--- config.mk ---
export PLATFORM = sky130hd
export DESIGN_NAME = pwr_mode_ctrl
export DESIGN_NICKNAME = d
export VERILOG_FILES = /design/src/rtl/pmc_pkg.sv /design/src/rtl/pmc_rst_qual.sv /design/src/rtl/pmc_clk_div.sv /design/src/rtl/pmc_mode_fsm.sv /design/src/rtl/pwr_mode_ctrl.sv
export SDC_FILE = /design/constraint.sdc
export NUM_CORES = 1
export LEC_CHECK = 0
export BUFFER_PORTS_ARGS = -buffer_cell sky130_fd_sc_hd__buf_4
export CORE_MARGIN = 2
export CORE_UTILIZATION = 49
export DETAILED_ROUTE_END_ITERATION = 8
export PLACE_DENSITY = 0.82
export SLEW_MARGIN = 5
export SYNTH_ARGS = -nofsm -noshare
export SYNTH_HDL_FRONTEND = slang
export SYNTH_SLANG_ARGS = --single-unit
--- constraint.sdc ---
create_clock -name clk -period 1.5 [get_ports clk]
set_clock_uncertainty 0.1 [all_clocks]
set_input_delay 0.225 -clock clk [delete_from_list [all_inputs] [get_ports clk]]
set_output_delay 0.225 -clock clk [all_outputs]
set_load 0.02 [all_outputs]
--- src/rtl/pmc_pkg.sv ---
package pmc_pkg;
  typedef enum logic [1:0] {
    PM_RUN   = 2'd0,
    PM_IDLE  = 2'd1,
    PM_PDOWN = 2'd2
  } pm_mode_t;
endpackage

--- src/rtl/pmc_rst_qual.sv ---
module pmc_rst_qual #(
  parameter int HOLD_CYC = 24,
  parameter int SYNC_STG = 2
) (
  input  logic clk,
  input  logic rst,
  input  logic pin_async,
  input  logic osc_run,
  output logic pin_sync,
  output logic rst_out
);
  localparam int CW = $clog2(HOLD_CYC + 1);

  logic [SYNC_STG-1:0] sync_q;
  logic [CW-1:0]       cnt_q;
  logic                rst_q;

  always_ff @(posedge clk) begin
    if (rst) sync_q <= '0;
    else     sync_q <= {sync_q[SYNC_STG-2:0], pin_async};
  end

  assign pin_sync = sync_q[SYNC_STG-1];

  // count consecutive high samples; a low sample restarts the count
  always_ff @(posedge clk) begin
    if (rst || !pin_sync)
      cnt_q <= '0;
    else if (osc_run && (cnt_q < CW'(HOLD_CYC - 1)))
      cnt_q <= cnt_q + 1'b1;
  end

  always_ff @(posedge clk) begin
    if (rst)
      rst_q <= 1'b1;
    else
      rst_q <= pin_sync && (rst_q || (osc_run && (cnt_q == CW'(HOLD_CYC - 1))));
  end

  assign rst_out = rst_q;
endmodule

--- src/rtl/pmc_clk_div.sv ---
module pmc_clk_div #(
  parameter int OSC_PER_MC = 12
) (
  input  logic clk,
  input  logic rst,
  input  logic osc_run,
  output logic core_ce,
  output logic mcycle_end
);
  localparam int CE_PER_MC = OSC_PER_MC / 2;
  localparam int MW        = (CE_PER_MC > 1) ? $clog2(CE_PER_MC) : 1;

  logic          phase_q;
  logic          ce_q;
  logic          mc_q;
  logic [MW-1:0] slot_q;
  logic          ce_d;

  assign ce_d = osc_run && phase_q;

  always_ff @(posedge clk) begin
    if (rst) begin
      phase_q <= 1'b0;
      ce_q    <= 1'b0;
      mc_q    <= 1'b0;
      slot_q  <= '0;
    end else begin
      if (osc_run) phase_q <= ~phase_q;
      ce_q <= ce_d;
      mc_q <= ce_d && (slot_q == MW'(CE_PER_MC - 1));
      if (ce_d) slot_q <= (slot_q == MW'(CE_PER_MC - 1)) ? '0 : slot_q + 1'b1;
    end
  end

  assign core_ce    = ce_q;
  assign mcycle_end = mc_q;
endmodule

--- src/rtl/pmc_mode_fsm.sv ---
module pmc_mode_fsm
  import pmc_pkg::*;
#(
  parameter int N_IRQ = 4
) (
  input  logic             clk,
  input  logic             rst,
  input  logic             core_rst,
  input  logic             pin_sync,
  input  logic             sfr_wr,
  input  logic             sfr_idle,
  input  logic             sfr_pdown,
  input  logic             insn_end,
  input  logic [N_IRQ-1:0] irq_pend,
  input  logic [N_IRQ-1:0] irq_en,
  output logic             cpu_gate,
  output logic             periph_gate,
  output logic             osc_en,
  output logic             strobe_hold,
  output logic             strobe_lvl,
  output logic             idle_flag,
  output logic             pdown_flag
);
  pm_mode_t mode_q, mode_d;
  logic     idle_q, idle_d, pd_q, pd_d;
  logic     wake;

  assign wake = |(irq_pend & irq_en);

  always_comb begin
    mode_d = mode_q;
    idle_d = idle_q;
    pd_d   = pd_q;
    if (sfr_wr) begin
      idle_d = sfr_idle;
      pd_d   = sfr_pdown;
    end
    unique case (mode_q)
      PM_RUN: begin
        if (insn_end && pd_q)        mode_d = PM_PDOWN;
        else if (insn_end && idle_q) mode_d = PM_IDLE;
      end
      PM_IDLE: begin
        if (wake) begin
          mode_d = PM_RUN;
          idle_d = 1'b0;
        end
      end
      PM_PDOWN: mode_d = PM_PDOWN;
      default:  mode_d = PM_RUN;
    endcase
    if (core_rst) begin
      mode_d = PM_RUN;
      idle_d = 1'b0;
      pd_d   = 1'b0;
    end
  end

  always_ff @(posedge clk) begin
    if (rst) begin
      mode_q      <= PM_RUN;
      idle_q      <= 1'b0;
      pd_q        <= 1'b0;
      cpu_gate    <= 1'b1;
      periph_gate <= 1'b1;
      osc_en      <= 1'b1;
      strobe_hold <= 1'b0;
      strobe_lvl  <= 1'b0;
    end else begin
      mode_q      <= mode_d;
      idle_q      <= idle_d;
      pd_q        <= pd_d;
      cpu_gate    <= (mode_d == PM_RUN);
      periph_gate <= (mode_d != PM_PDOWN);
      osc_en      <= (mode_d != PM_PDOWN) || pin_sync;
      strobe_hold <= (mode_d != PM_RUN);
      strobe_lvl  <= (mode_d == PM_IDLE);
    end
  end

  assign idle_flag  = idle_q;
  assign pdown_flag = pd_q;
endmodule

--- src/rtl/pwr_mode_ctrl.sv ---
module pwr_mode_ctrl #(
  parameter int N_IRQ      = 4,
  parameter int OSC_PER_MC = 12,
  parameter int RST_MC     = 2,
  parameter int SYNC_STG   = 2
) (
  input  logic             clk,
  input  logic             rst,
  input  logic             reset_pin,
  input  logic             sfr_wr,
  input  logic             sfr_idle,
  input  logic             sfr_pdown,
  input  logic             insn_end,
  input  logic [N_IRQ-1:0] irq_pend,
  input  logic [N_IRQ-1:0] irq_en,
  output logic             core_ce,
  output logic             mcycle_end,
  output logic             cpu_gate,
  output logic             periph_gate,
  output logic             osc_en,
  output logic             core_rst,
  output logic             strobe_hold,
  output logic             strobe_lvl,
  output logic             idle_flag,
  output logic             pdown_flag
);
  localparam int HOLD_CYC = OSC_PER_MC * RST_MC;

  logic pin_sync;

  pmc_rst_qual #(.HOLD_CYC(HOLD_CYC), .SYNC_STG(SYNC_STG)) u_qual (
    .clk(clk), .rst(rst), .pin_async(reset_pin), .osc_run(osc_en),
    .pin_sync(pin_sync), .rst_out(core_rst)
  );

  pmc_clk_div #(.OSC_PER_MC(OSC_PER_MC)) u_div (
    .clk(clk), .rst(rst), .osc_run(osc_en),
    .core_ce(core_ce), .mcycle_end(mcycle_end)
  );

  pmc_mode_fsm #(.N_IRQ(N_IRQ)) u_fsm (
    .clk(clk), .rst(rst), .core_rst(core_rst), .pin_sync(pin_sync),
    .sfr_wr(sfr_wr), .sfr_idle(sfr_idle), .sfr_pdown(sfr_pdown),
    .insn_end(insn_end), .irq_pend(irq_pend), .irq_en(irq_en),
    .cpu_gate(cpu_gate), .periph_gate(periph_gate), .osc_en(osc_en),
    .strobe_hold(strobe_hold), .strobe_lvl(strobe_lvl),
    .idle_flag(idle_flag), .pdown_flag(pdown_flag)
  );
endmodule

# == Word level (Yosys, flattened, before mapping) ==
# Cells that the tools add are included.
# op_classes
n_eq_ne,6
n_addsub,2
muxes,9
magnitude_cmp,1
bitwise_logic,2
n_reduce_logical,16
# op_table
operator,n
2-to-1 mux 2 bit,4
logical AND 1 bit,7
case mux 2 bit (3 select lines),1
adder 5 x 1 -> 5 bit (second input constant),1
equality test 5 bit (second input constant),1
< comparator 5 bit (second input constant),1
AND 4 bit,1
equality test 2 x 1 -> 1 bit (second input constant),2
zero test 2 bit,2
OR reduction 4 bit,1
adder 3 x 1 -> 3 bit (second input constant),1
equality test 3 bit (second input constant),1
logical OR 1 bit,3
2-to-1 mux 1 bit,3
2-to-1 mux 3 bit,1
equality test 2 bit (second input constant),1
!= test 2 bit (second input constant),1
nonzero test 2 bit,1
OR reduction 2 bit,1
zero test 1 bit,1
inverter 1 bit,1
# word_totals
regBits,23
inputBits,15
out_inout_bits,10
word_cells,51

# == Longest topological paths before layout ==
# Gate-level depths: netlist (run 1).
# logic_depth
depth_word,7
depth_mapped,4
depth_no_buf,4

# == Hierarchy ==
# A second synthesis (run 1) with hierarchy kept.
# hier_totals
cells_unflattened,90
hier_area_um2,897.1
# by_module_without_submodules
module,instances,area_each_um2,seq_area_each_um2,cells_each
pmc_rst_qual,1,346.6,160.2,39
pmc_mode_fsm,1,315.3,180.2,30
pmc_clk_div,1,235.2,120.1,21

# == Worst setup path before layout (run 1) ==
# Ideal clock, no wire load.
# synth_path
kind,reg2reg
startpoint,reg u_fsm.osc_en
endpoint,reg u_div.slot_q[2]
path_buffers,1
slack_ps,185
required_time_ps,1332
arrival_ps,1147
path_stages_with_launch,5
cell_sequence,dfxtp_1 buf_6 nand3_4 or3b_1 a21oi_2
# synth_via
elab_chain_len,1
# synth_rtl
item,line,source
"start, declared",pmc_mode_fsm.sv:18,"output logic osc_en,"
"start signal, assigned",pmc_mode_fsm.sv:75,osc_en <= (mode_d != PM_PDOWN) || pin_sync;
logical AND 1 bit,pmc_clk_div.sv:19,assign ce_d = osc_run && phase_q;
"end signal, assigned",pmc_clk_div.sv:31,if (ce_d) slot_q <= (slot_q == MW'(CE_PER_MC - 1)) ? '0 : slot_q + 1'b1;
"end, declared",pmc_clk_div.sv:16,logic [MW-1:0] slot_q;
# Every way passes these cells.
# A chain may end at the register's enable or synchronous reset.

# == Final worst setup path (run 1) ==
# layout_path
startpoint,reg u_qual.cnt_q[0]
endpoint,reg u_qual.rst_q (netlist: u_qual.rst_out)
# layout_via
elab_chain_len,4
# layout_rtl
item,line,source
"start, declared",pmc_rst_qual.sv:15,logic [CW-1:0] cnt_q;
"start signal, assigned",pmc_rst_qual.sv:30,cnt_q <= cnt_q + 1'b1;
equality test 5 bit,pmc_rst_qual.sv:37,rst_q <= pin_sync && (rst_q || (osc_run && (cnt_q == CW'(HOLD_CYC - 1))));
logical AND 1 bit,pmc_rst_qual.sv:37,
logical OR 1 bit,pmc_rst_qual.sv:37,
logical AND 1 bit,pmc_rst_qual.sv:37,
"end signal, assigned",pmc_rst_qual.sv:37,
"end, declared",pmc_rst_qual.sv:16,logic rst_q;
# Every way passes these cells.

==> impl_results.md, run 1 <==
- Detailed Routing Iterations Pass 1: 4
- RSZ-0062 raised after global routing: false
- N_diodes: 0
- Worst reg2reg endpoint: u_qual.rst_out
- Fin. Hold Viols: 0
- Power Dens Cells: 905.4 nW/um2
- Post-synth cell types: 37
- Post-Place Setup Slack: 0.1609 ns
- FF-to-FF path depth: 4
- Hold depth: 2
- Post-Synthesis Cells: 90
- Row count: 15
- Buffers on Ports: 24
- Number of vias per cell: 5.270
- Antenna violations before repair: 0
- Yosys Warn Count: 0
- Drt total wl: 1.711 mm
- Status: complete, no violations
- Synth Register Bits: 23
- CTS H-tree depth: 1
- CTS tree: built
- Family with the most delay on the worst path: compound AO/OA/AOI/OAI gates
- CTS buffer count: 3
- DRC errors left: 0
- Fin. max-slew vios: 0
- Final WS setup: 0.1334 ns
- Critical R2R Launch: u_qual.cnt_q[0]
- Crit-path slowest cell: dfxtp_1
- Busiest grt layer: met2
- Min-delay src: reset_pin
- Worst-path clk slew: 0.12 ns
- CP Max Fanout: 5
- Initial core utilization: 52.39%
- Lkg Pwr: 0.4692 nW
- Overall routing resource usage: 17.84%
- Fin crit period: 1.367 ns
- Critical path capture point type: register
- Largest net degree at the start of global routing: 15
- Nets@finish: 133
- Vias in the first global route: 667
- Max stage delay on crit path: 0.37 ns
- Die Y: 46.97 um
- Die ar.: 2206 um2
- Slew @ Worst Pin: 0.3593 ns
- Detail Placement HPWL: 1.315 mm
- First-pass GRT wire length: 2.718 mm
- WP buf/inv: 0
- Hold buffer count at cts: 0
- Final period utilization: 91.10%
- GR Util met3: 2.308%
- Crit-path cells: ha_1, and3_1, a31o_1, a21o_1
- Global route overflow: 0
- Area of the core: 1727 um2
- Layout cells sized above 1: 31.03%
- Slew margin rel.: 75.84%
- Postcts setup bufs: 0
- Final setup vio count: 0
- Peak supply drop: 0.6261 mV
- Met2 Use GR: 32.88%
- CTS root buffer: clkbuf_4
- Crit path kind: reg2reg
- Area growth syn-to-layout: 24.76%
- Met1 Use GR: 20.19%
- DRT antenna net count: 0
- Starting DRT DRC Count: 13
- CP required: 1.61 ns
- Synthesized Nets: 106
- Chip width: 46.97 um
- F_max: 0.7318 GHz
- Setup TNS: 0 ns
- Syn Area/Cell: 10.05 um2
- Clk sinks: 23
- GP Congestion: 0.7875
- I/O Pins: 25
- Cell Area, Synth: 904.6 um2
- Reg2Reg Setup Slack: 0.13 ns
- Critical Path AT: 1.48 ns
- Worst-skew pair later-pin latency: 0.30 ns
- Wire per inst: 12.13 um
- Clock buffer depth: 2
- Routed via count: 743
- Seq/Total Area, Yosys: 50.90%
- Cts repair resizes: 0
- Hold Path Class: in2reg
- WHS Endpoint: u_qual.sync_q[0]
- Max-cap violations: 0
- Startpoint types: register
[cells in the mapped netlist (all sizes together)]
cell type / count / area share [%]
nor3: 2 / 1.7
nor2: 6 / 2.5
a2111oi: 1 / 1.7
a21o: 1 / 0.83
mux2i: 2 / 2.2
nand4: 3 / 2.1
o21ai: 1 / 0.55
nand2b: 3 / 2.1
nand3: 3 / 3.0
a31o: 2 / 1.9
o311ai: 1 / 0.97
ha: 1 / 1.4
a22oi: 2 / 1.7
o221ai: 1 / 0.97
a21oi: 7 / 4.3
xor2: 1 / 0.97
buf: 1 / 1.2
nor4: 2 / 2.1
nor2b: 3 / 2.1
clkbuf: 1 / 0.41
xnor2: 1 / 0.97
o22ai: 2 / 1.4
nand4b: 1 / 0.97
o221a: 1 / 1.2
and3: 1 / 0.69
dfxtp: 23 / 51
mux2: 1 / 1.2
inv: 5 / 2.1
and2: 1 / 0.69
or3: 2 / 1.4
or3b: 1 / 0.97
nand2: 7 / 2.9
[area by class of cell]
class,count,area [um2]
Clock buffer,4,26.28
Fill cell,151,598.1
Inverter,5,18.77
Multi-Input combinational cell,60,410.4
Sequential cell,23,461.7
Tap cell,25,31.28
Timing Repair Buffer,24,180.2
[routing by layer]
metal  vias up  share of wire [%]
li1        381                  -
met1       345                 42
met2        15                 53
met3         2                3.9
met4         0               0.88
met5         -                  0
[how the worst max path moves through the flow]
stage | from | depth (start not counted) | to | slack [ns]
floorplan | u_fsm.osc_en | 4 | u_div.slot_q[2] | 0.19
global placement | u_fsm.osc_en | 3 | u_div.slot_q[2] | 0.20
detailed placement | u_fsm.osc_en | 3 | u_div.slot_q[2] | 0.16
CTS | u_fsm.osc_en | 1 | osc_en | 0.04
global route | u_qual.cnt_q[0] | 4 | u_qual.rst_out | 0.09
finish | u_qual.cnt_q[0] | 4 | u_qual.rst_out | 0.13
[metrics by stage]
stage / util, % / instances / power, W / instance area [um2] / hold slack [ns]
3_3_place_gp: 63.77 / 137 / 0.0007524 / 1101 / 0.3204
5_1_grt: 65.36 / 141 / 0.001061 / 1129 / 0.04307
4_1_cts: 65.29 / 141 / 0.001034 / 1127 / 0.02698
2_1_floorplan: - / 90 / 0.0007066 / 904.6 / 0.2010
3_5_place_dp: 63.77 / 137 / 0.0007581 / 1101 / 0.3292
6_report: 65.36 / 141 / 0.001022 / 1129 / 0.03052
[placed cells by master, fill, tap and decap left out, drive strengths merged]
master	instances
o22ai	2
and2	1
xor2	1
inv	5
dfxtp	23
or3b	1
or3	2
nand4	3
buf	24
clkbuf	4
nand2	7
nor3	2
a21oi	7
xnor2	1
o221a	1
ha	1
nand3	3
o311ai	1
a2111oi	1
and3	1
a21o	1
nor4	2
nor2	6
o221ai	1
o21ai	1
nand2b	3
mux2	1
nor2b	3
a22oi	2
mux2i	2
nand4b	1
a31o	2
[kinds of logic after synthesis]
group                    after synthesis  share of synthesized area [%]
multiplexers                           3                          3.458
flip-flops                            23                          50.90
XOR/XNOR                               2                          1.937
buffers and inverters                  7                          3.733
adder cells (fa/ha/maj)                1                          1.383
AO/OA/AOI/OAI                         19                          15.49
AND/OR/NAND/NOR                       35                          23.10
[where the power goes]
group	leakage, nW	internal, W	total (W)	switching [W]
sequential	0.187	0.000628	0.000647	0.0000181
combinational	0.267	0.0000528	0.0000966	0.0000438
clock	0.0150	0.000104	0.000279	0.000175
total	0.469	0.000785	0.00102	0.000237
[flip-flops by register name, indices dropped and copies added (netlist names)]
register / flops
u_fsm.periph_gate: 1
u_fsm.idle_flag: 1
u_fsm.mode_q: 2
u_div.core_ce: 1
u_fsm.cpu_gate: 1
u_div.phase_q: 1
u_qual.cnt_q: 5
u_fsm.strobe_hold: 1
u_fsm.osc_en: 1
u_qual.rst_out: 1
u_div.slot_q: 3
u_div.mcycle_end: 1
u_fsm.pdown_flag: 1
u_qual.sync_q: 2
u_fsm.strobe_lvl: 1
Note: power is estimated with default switching activity, not from simulation.
==> run 2: changes to the inputs <==
- REMOVE_ABC_BUFFERS: not set -> 1
==> impl_results.md, run 2 (synthesized netlist as in run 1, its figures left out) <==
- Status: complete, no violations
- Crit-path slowest cell: dfxtp_1
- CTS H-tree depth: 1 (unchanged)
- WHS: 0.02749 ns (-0.003031 ns)
- Wire per inst: 11.70 um (-3.6%)
- CP required: 1.61 ns (about the same)
- Largest registers: u_qual.cnt_q (5), u_div.slot_q (3)
- FF-to-FF path depth: 4 (unchanged)
- Critical Path AT: 1.46 ns (-0.02 ns)
- Family with the most delay on the worst path: compound AO/OA/AOI/OAI gates
- Clock buffer depth: 2 (unchanged)
- Worst-path clk slew: 0.12 ns (about the same)
- CTS root buffer: clkbuf_4
- CP Max Fanout: 5 (unchanged)
- Peak supply drop: 0.8768 mV (+40%)
- Die Y: 46.97 um (unchanged)
- GP Congestion: 0.8196 (+4.1%)
- Max-cap violations: 0 (unchanged)
- Largest register by flop count: u_qual.cnt_q
- Overall routing resource usage: 17.93% (+0.088 points)
- Drt total wl: 1.649 mm (-3.6%)
- Slew margin rel.: 75.60% (-0.25 points)
- Buffers on Ports: 24 (unchanged)
- Initial core utilization: 52.39% (unchanged)
- Detailed Routing Iterations Pass 1: 4 (unchanged)
- WHS Endpoint: u_qual.sync_q[0]
- DRC errors left: 0 (unchanged)
- Max stage delay on crit path: 0.37 ns (about the same)
- I/O Pins: 25 (unchanged)
- Setup TNS: 0 ns (unchanged)
- Chip width: 46.97 um (unchanged)
- Fin crit period: 1.346 ns (-0.02022 ns)
- F_max: 0.7428 GHz (+1.5%)
- Layout cells sized above 1: 31.03% (unchanged)
- Slew @ Worst Pin: 0.3630 ns (+0.003675 ns)
- Final setup vio count: 0 (unchanged)
- Critical R2R Launch: u_qual.cnt_q[0]
- Min-delay src: reset_pin
- Multi-input logic area: 410.4 um2 (unchanged)
- Final period utilization: 89.76% (-1.3 points)
- CTS tree: built
- Most common cell after layout, fill and taps aside: buf_4
- Die ar.: 2206 um2 (unchanged)
- RSZ-0062 raised after global routing: false
- Startpoint types: register
- Starting DRT DRC Count: 1 (-12)
- Clk sinks: 23 (unchanged)
- Hold depth: 2 (unchanged)
- Routed via count: 753 (+1.3%)
- Worst-skew pair later-pin latency: 0.30 ns (about the same)
- Area of the core: 1727 um2 (unchanged)
- Detail Placement HPWL: 1.245 mm (-5.3%)
- Hold Path Class: in2reg
- Reg2Reg Setup Slack: 0.15 ns (+0.02 ns)
- Worst reg2reg endpoint: u_qual.rst_out
- Row count: 15 (unchanged)
- N_diodes: 0 (unchanged)
- Tot Pwr: 0.001019 W (-0.28%)
- Lkg Pwr: 0.4692 nW (unchanged)
- Crit path kind: reg2reg
- Nets@finish: 133 (unchanged)
- Postcts setup bufs: 0 (unchanged)
- Filler cell count: 144 (-4.6%)
- Max FFs per register: 5 (unchanged)
- First-pass GRT wire length: 2.684 mm (-1.3%)
- Number of vias per cell: 5.340 (+1.3%)
- Reg area: 461.7 um2 (unchanged)
- Largest net degree at the start of global routing: 15 (unchanged)
- Final Util: 65.36% (unchanged)
- Antenna violations before repair: 0 (unchanged)
- Crit-path cells: ha_1, and3_1, a31o_1, a21o_1
- DRT antenna net count: 0 (unchanged)
- Power Dens Cells: 902.9 nW/um2 (-0.28%)
- Area growth syn-to-layout: 24.76% (unchanged)
- Critical path capture point type: register
- Commonest cells after routing, fill and taps aside: buf_4, dfxtp_1, nand2_1
- CTS buffer count: 3 (unchanged)
- WP buf/inv: 0 (unchanged)
- Fin. max-slew vios: 0 (unchanged)
- Global route overflow: 0 (unchanged)
- Vias in the first global route: 670 (+0.45%)
- Fin. Hold Viols: 0 (unchanged)
[run 2: repair_timing]
item / CTS / global route
resized for setup: 0 / 1
setup endpoints to repair: 0 / 1
hold buffers: 0 / 0
[run 2: how the worst max path moves through the flow]
stage	startpoint	to	slack, ns	cells past startpoint
2_1_floorplan	u_fsm.osc_en	u_div.slot_q[2]	0.14	3
4_1_cts	u_fsm.osc_en	osc_en	0.02	1
3_5_place_dp	u_fsm.osc_en	u_div.slot_q[2]	0.1	3
3_3_place_gp	u_fsm.osc_en	u_div.slot_q[2]	0.17	3
6_report	u_qual.cnt_q[0]	u_qual.rst_out	0.15	4
5_1_grt	u_qual.cnt_q[0]	u_qual.rst_out	0.09	4
[run 2: through the flow]
step / setup WS [ns] / instances / instance area [um2]
final: 0.1537 / 141 / 1129
after global routing: 0.09187 / 141 / 1129
after CTS: 0.01748 / 141 / 1127
after detailed placement: 0.09722 / 137 / 1101
after global placement: 0.1705 / 137 / 1101
after floorplan: 0.1398 / 88 / 889.6
[run 2: per-layer routing]
layer,GRT usage [%],wire [um]
met2,29.59,826
met1,19.48,651
met3,5.769,127
met5,0,0
met4,12.22,44
[run 2: worst reg2reg max path, delay by kind of cell, from the launching register on]
family          cells  cell delay, ns
flops               1            0.37
fa+ha+maj           1            0.22
simple gates        1            0.19
compound gates      2            0.38
[run 2: power by group]
| group | internal (W) | switching, W |
|---|---|---|
| clock | 0.000104 | 0.000174 |
| sequential | 0.000628 | 0.0000181 |
| combinational | 0.0000527 | 0.0000424 |
[run 2: area by class of cell]
type	count	share of cell area (%)
Sequential cell	23	40.91
Multi-Input combinational cell	60	36.36
Timing Repair Buffer	24	15.96
Tap cell	25	2.772
Clock buffer	4	2.328
Inverter	5	1.663
==> run 3: changes to the inputs <==
- CORE_UTILIZATION: 49 -> 45
- PLACE_DENSITY: 0.82 -> 0.76
==> impl_results.md, run 3 (synthesized netlist as in run 1, its figures left out) <==
- Most common cell after layout, fill and taps aside: buf_4
- Worst-path clk slew: 0.13 ns (about the same)
- Lkg Pwr: 0.4681 nW (-0.22%)
- Tot Pwr: 0.001027 W (+0.81%)
- Hold Path Class: in2reg
- Chip width: 48.84 um (+4.0%)
- Nets@finish: 133 (unchanged)
- Detail Placement HPWL: 1.204 mm (-3.3%)
- Routed via count: 725 (-3.7%)
- Fin crit period: 1.336 ns (-0.01023 ns)
- N_diodes: 0 (unchanged)
- Commonest cells after routing, fill and taps aside: buf_4, dfxtp_1, nand2_1
- Worst-skew pair later-pin latency: 0.31 ns (about the same)
- Max-cap violations: 0 (unchanged)
- Row count: 16 (+1)
- Fin. max-slew vios: 0 (unchanged)
- DRT antenna net count: 0 (unchanged)
- CTS H-tree depth: 1 (unchanged)
- Largest registers: u_qual.cnt_q (5), u_div.slot_q (3)
- Initial core utilization: 47.07% (-5.3 points)
- Number of vias per cell: 5.070 (-5.1%)
- Max stage delay on crit path: 0.50 ns (+0.13 ns)
- Drt total wl: 1.578 mm (-4.3%)
- Postcts setup bufs: 0 (unchanged)
- Detailed Routing Iterations Pass 1: 4 (unchanged)
- Slew @ Worst Pin: 0.3355 ns (-0.02754 ns)
- Clock buffer depth: 2 (unchanged)
- Status: complete, no violations
- Gate power share: 9.2% (about the same)
- Fin. Hold Viols: 0 (unchanged)
- WP buf/inv: 1 (+1)
- Reg power frac: 62.9% (-0.5 points)
- First-pass GRT wire length: 2.794 mm (+4.1%)
- RSZ-0062 raised after global routing: false
- Clk sinks: 23 (unchanged)
- Final setup vio count: 0 (unchanged)
- Wire per inst: 11.03 um (-5.6%)
- Global route overflow: 0 (unchanged)
- Critical Path AT: 1.01 ns (-0.45 ns)
- Crit path kind: reg2out
- CTS buffer count: 3 (unchanged)
- Area of the core: 1922 um2 (+11%)
- Power Dens Cells: 905.2 nW/um2 (+0.26%)
- Layout cells sized above 1: 31.90% (+0.86 points)
- P_int: 0.0007828 W (-0.25%)
- Clock power frac: 27.8% (+0.6 points)
- Area growth syn-to-layout: 25.45%
- Overall routing resource usage: 14.84% (-3.1 points)
- CTS root buffer: clkbuf_4
- Antenna violations before repair: 0 (unchanged)
- Filler cell count: 167 (+16%)
- Starting DRT DRC Count: 24 (+23)
- I/O Pins: 25 (unchanged)
- Net Sw Frac: 23.80% (+0.82 points)
- Setup TNS: 0 ns (unchanged)
- Sw Pwr: 0.0002444 W (+4.4%)
- Largest register by flop count: u_qual.cnt_q
- Vias in the first global route: 671 (+0.15%)
- Final period utilization: 89.07% (-0.68 points)
- CP required: 1.17 ns (-0.44 ns)
- CTS tree: built
- Startpoint types: register
- Crit-path slowest cell: dfxtp_1
- Die ar.: 2385 um2 (+8.1%)
- Largest net degree at the start of global routing: 15 (unchanged)
- Slew margin rel.: 77.45% (+1.9 points)
- Max FFs per register: 5 (unchanged)
- CP Max Fanout: 6 (+1)
- Crit-path cells: buf_4
- Family with the most delay on the worst path: flip-flops
- F_max: 0.7484 GHz (+0.77%)
- Die Y: 48.84 um (+4.0%)
- GP Congestion: 0.7849 (-4.2%)
- DRC errors left: 0 (unchanged)
- Buffers on Ports: 24 (unchanged)
- Peak supply drop: 0.5985 mV (-32%)
- Critical path capture point type: output port
[run 3: cell count changes in the layout (fill, tap and decap cells not counted), sizes merged]
cell | before | now
clkbuf | 4 | 3
clkinvlp | 0 | 1
[run 3: power groups by stage]
stage               sequential [W]  combinational [W]  clock, W
floorplan                 0.000665          0.0000373         0
global placement          0.000659          0.0000937         0
detailed placement        0.000660          0.0000956         0
CTS                       0.000647          0.0000960  0.000299
global route              0.000650           0.000104  0.000327
finish                    0.000647          0.0000947  0.000286
[run 3: final cells by class]
cell class	count	area [um2]	area share, %
clock buffers	3	22.52	1.985
clock inverters	1	7.507	0.6615
inverters	5	18.77	1.654
multi-input cells	60	410.4	36.16
flip-flops and latches	23	461.7	40.68
well taps	27	33.78	2.977
repair buffers	24	180.2	15.88
[run 3: path summary, 6_finish.rpt]
| kind | start | end | slack [ns] | depth (start not counted) |
|---|---|---|---|---|
| worst max-delay path | u_qual.rst_out | core_rst | 0.16 | 1 |
| worst min-delay path | reset_pin | u_qual.sync_q[0] | 0.02 | 2 |
| worst max register to register | u_qual.cnt_q[0] | u_qual.rst_out | 0.17 | 4 |
| worst min register to register | u_qual.sync_q[0] | u_qual.sync_q[1] | 0.35 | 1 |
[run 3: stage by stage]
stage               hold slack [ns]  cells  instance area (um2)  utilization (%)  setup slack, ns
finish                      0.02142    143                 1135            59.05           0.1639
global route                0.01747    143                 1135            59.05          0.09041
detailed placement           0.3223    139                 1104            57.42           0.1523
floorplan                    0.1874     88                889.6                -           0.1398
CTS                         0.01187    143                 1134            58.98          0.01263
global placement             0.3171    139                 1104            57.42           0.1883
[run 3: timing repair]
item	4_1_cts	5_1_grt
hold buffers	0	0
endpoints found under the setup margin	0	2
endpoints found under the hold margin	0	0
gates resized for setup	0	1
[run 3: per-layer routing]
metal  track usage [%]  vias up  wire [um]
met4             5.714        0         10
met3             5.215        2         98
li1                  -      375          -
met1             17.75      328        722
met2             24.43       20        747
met5                 0        -          0
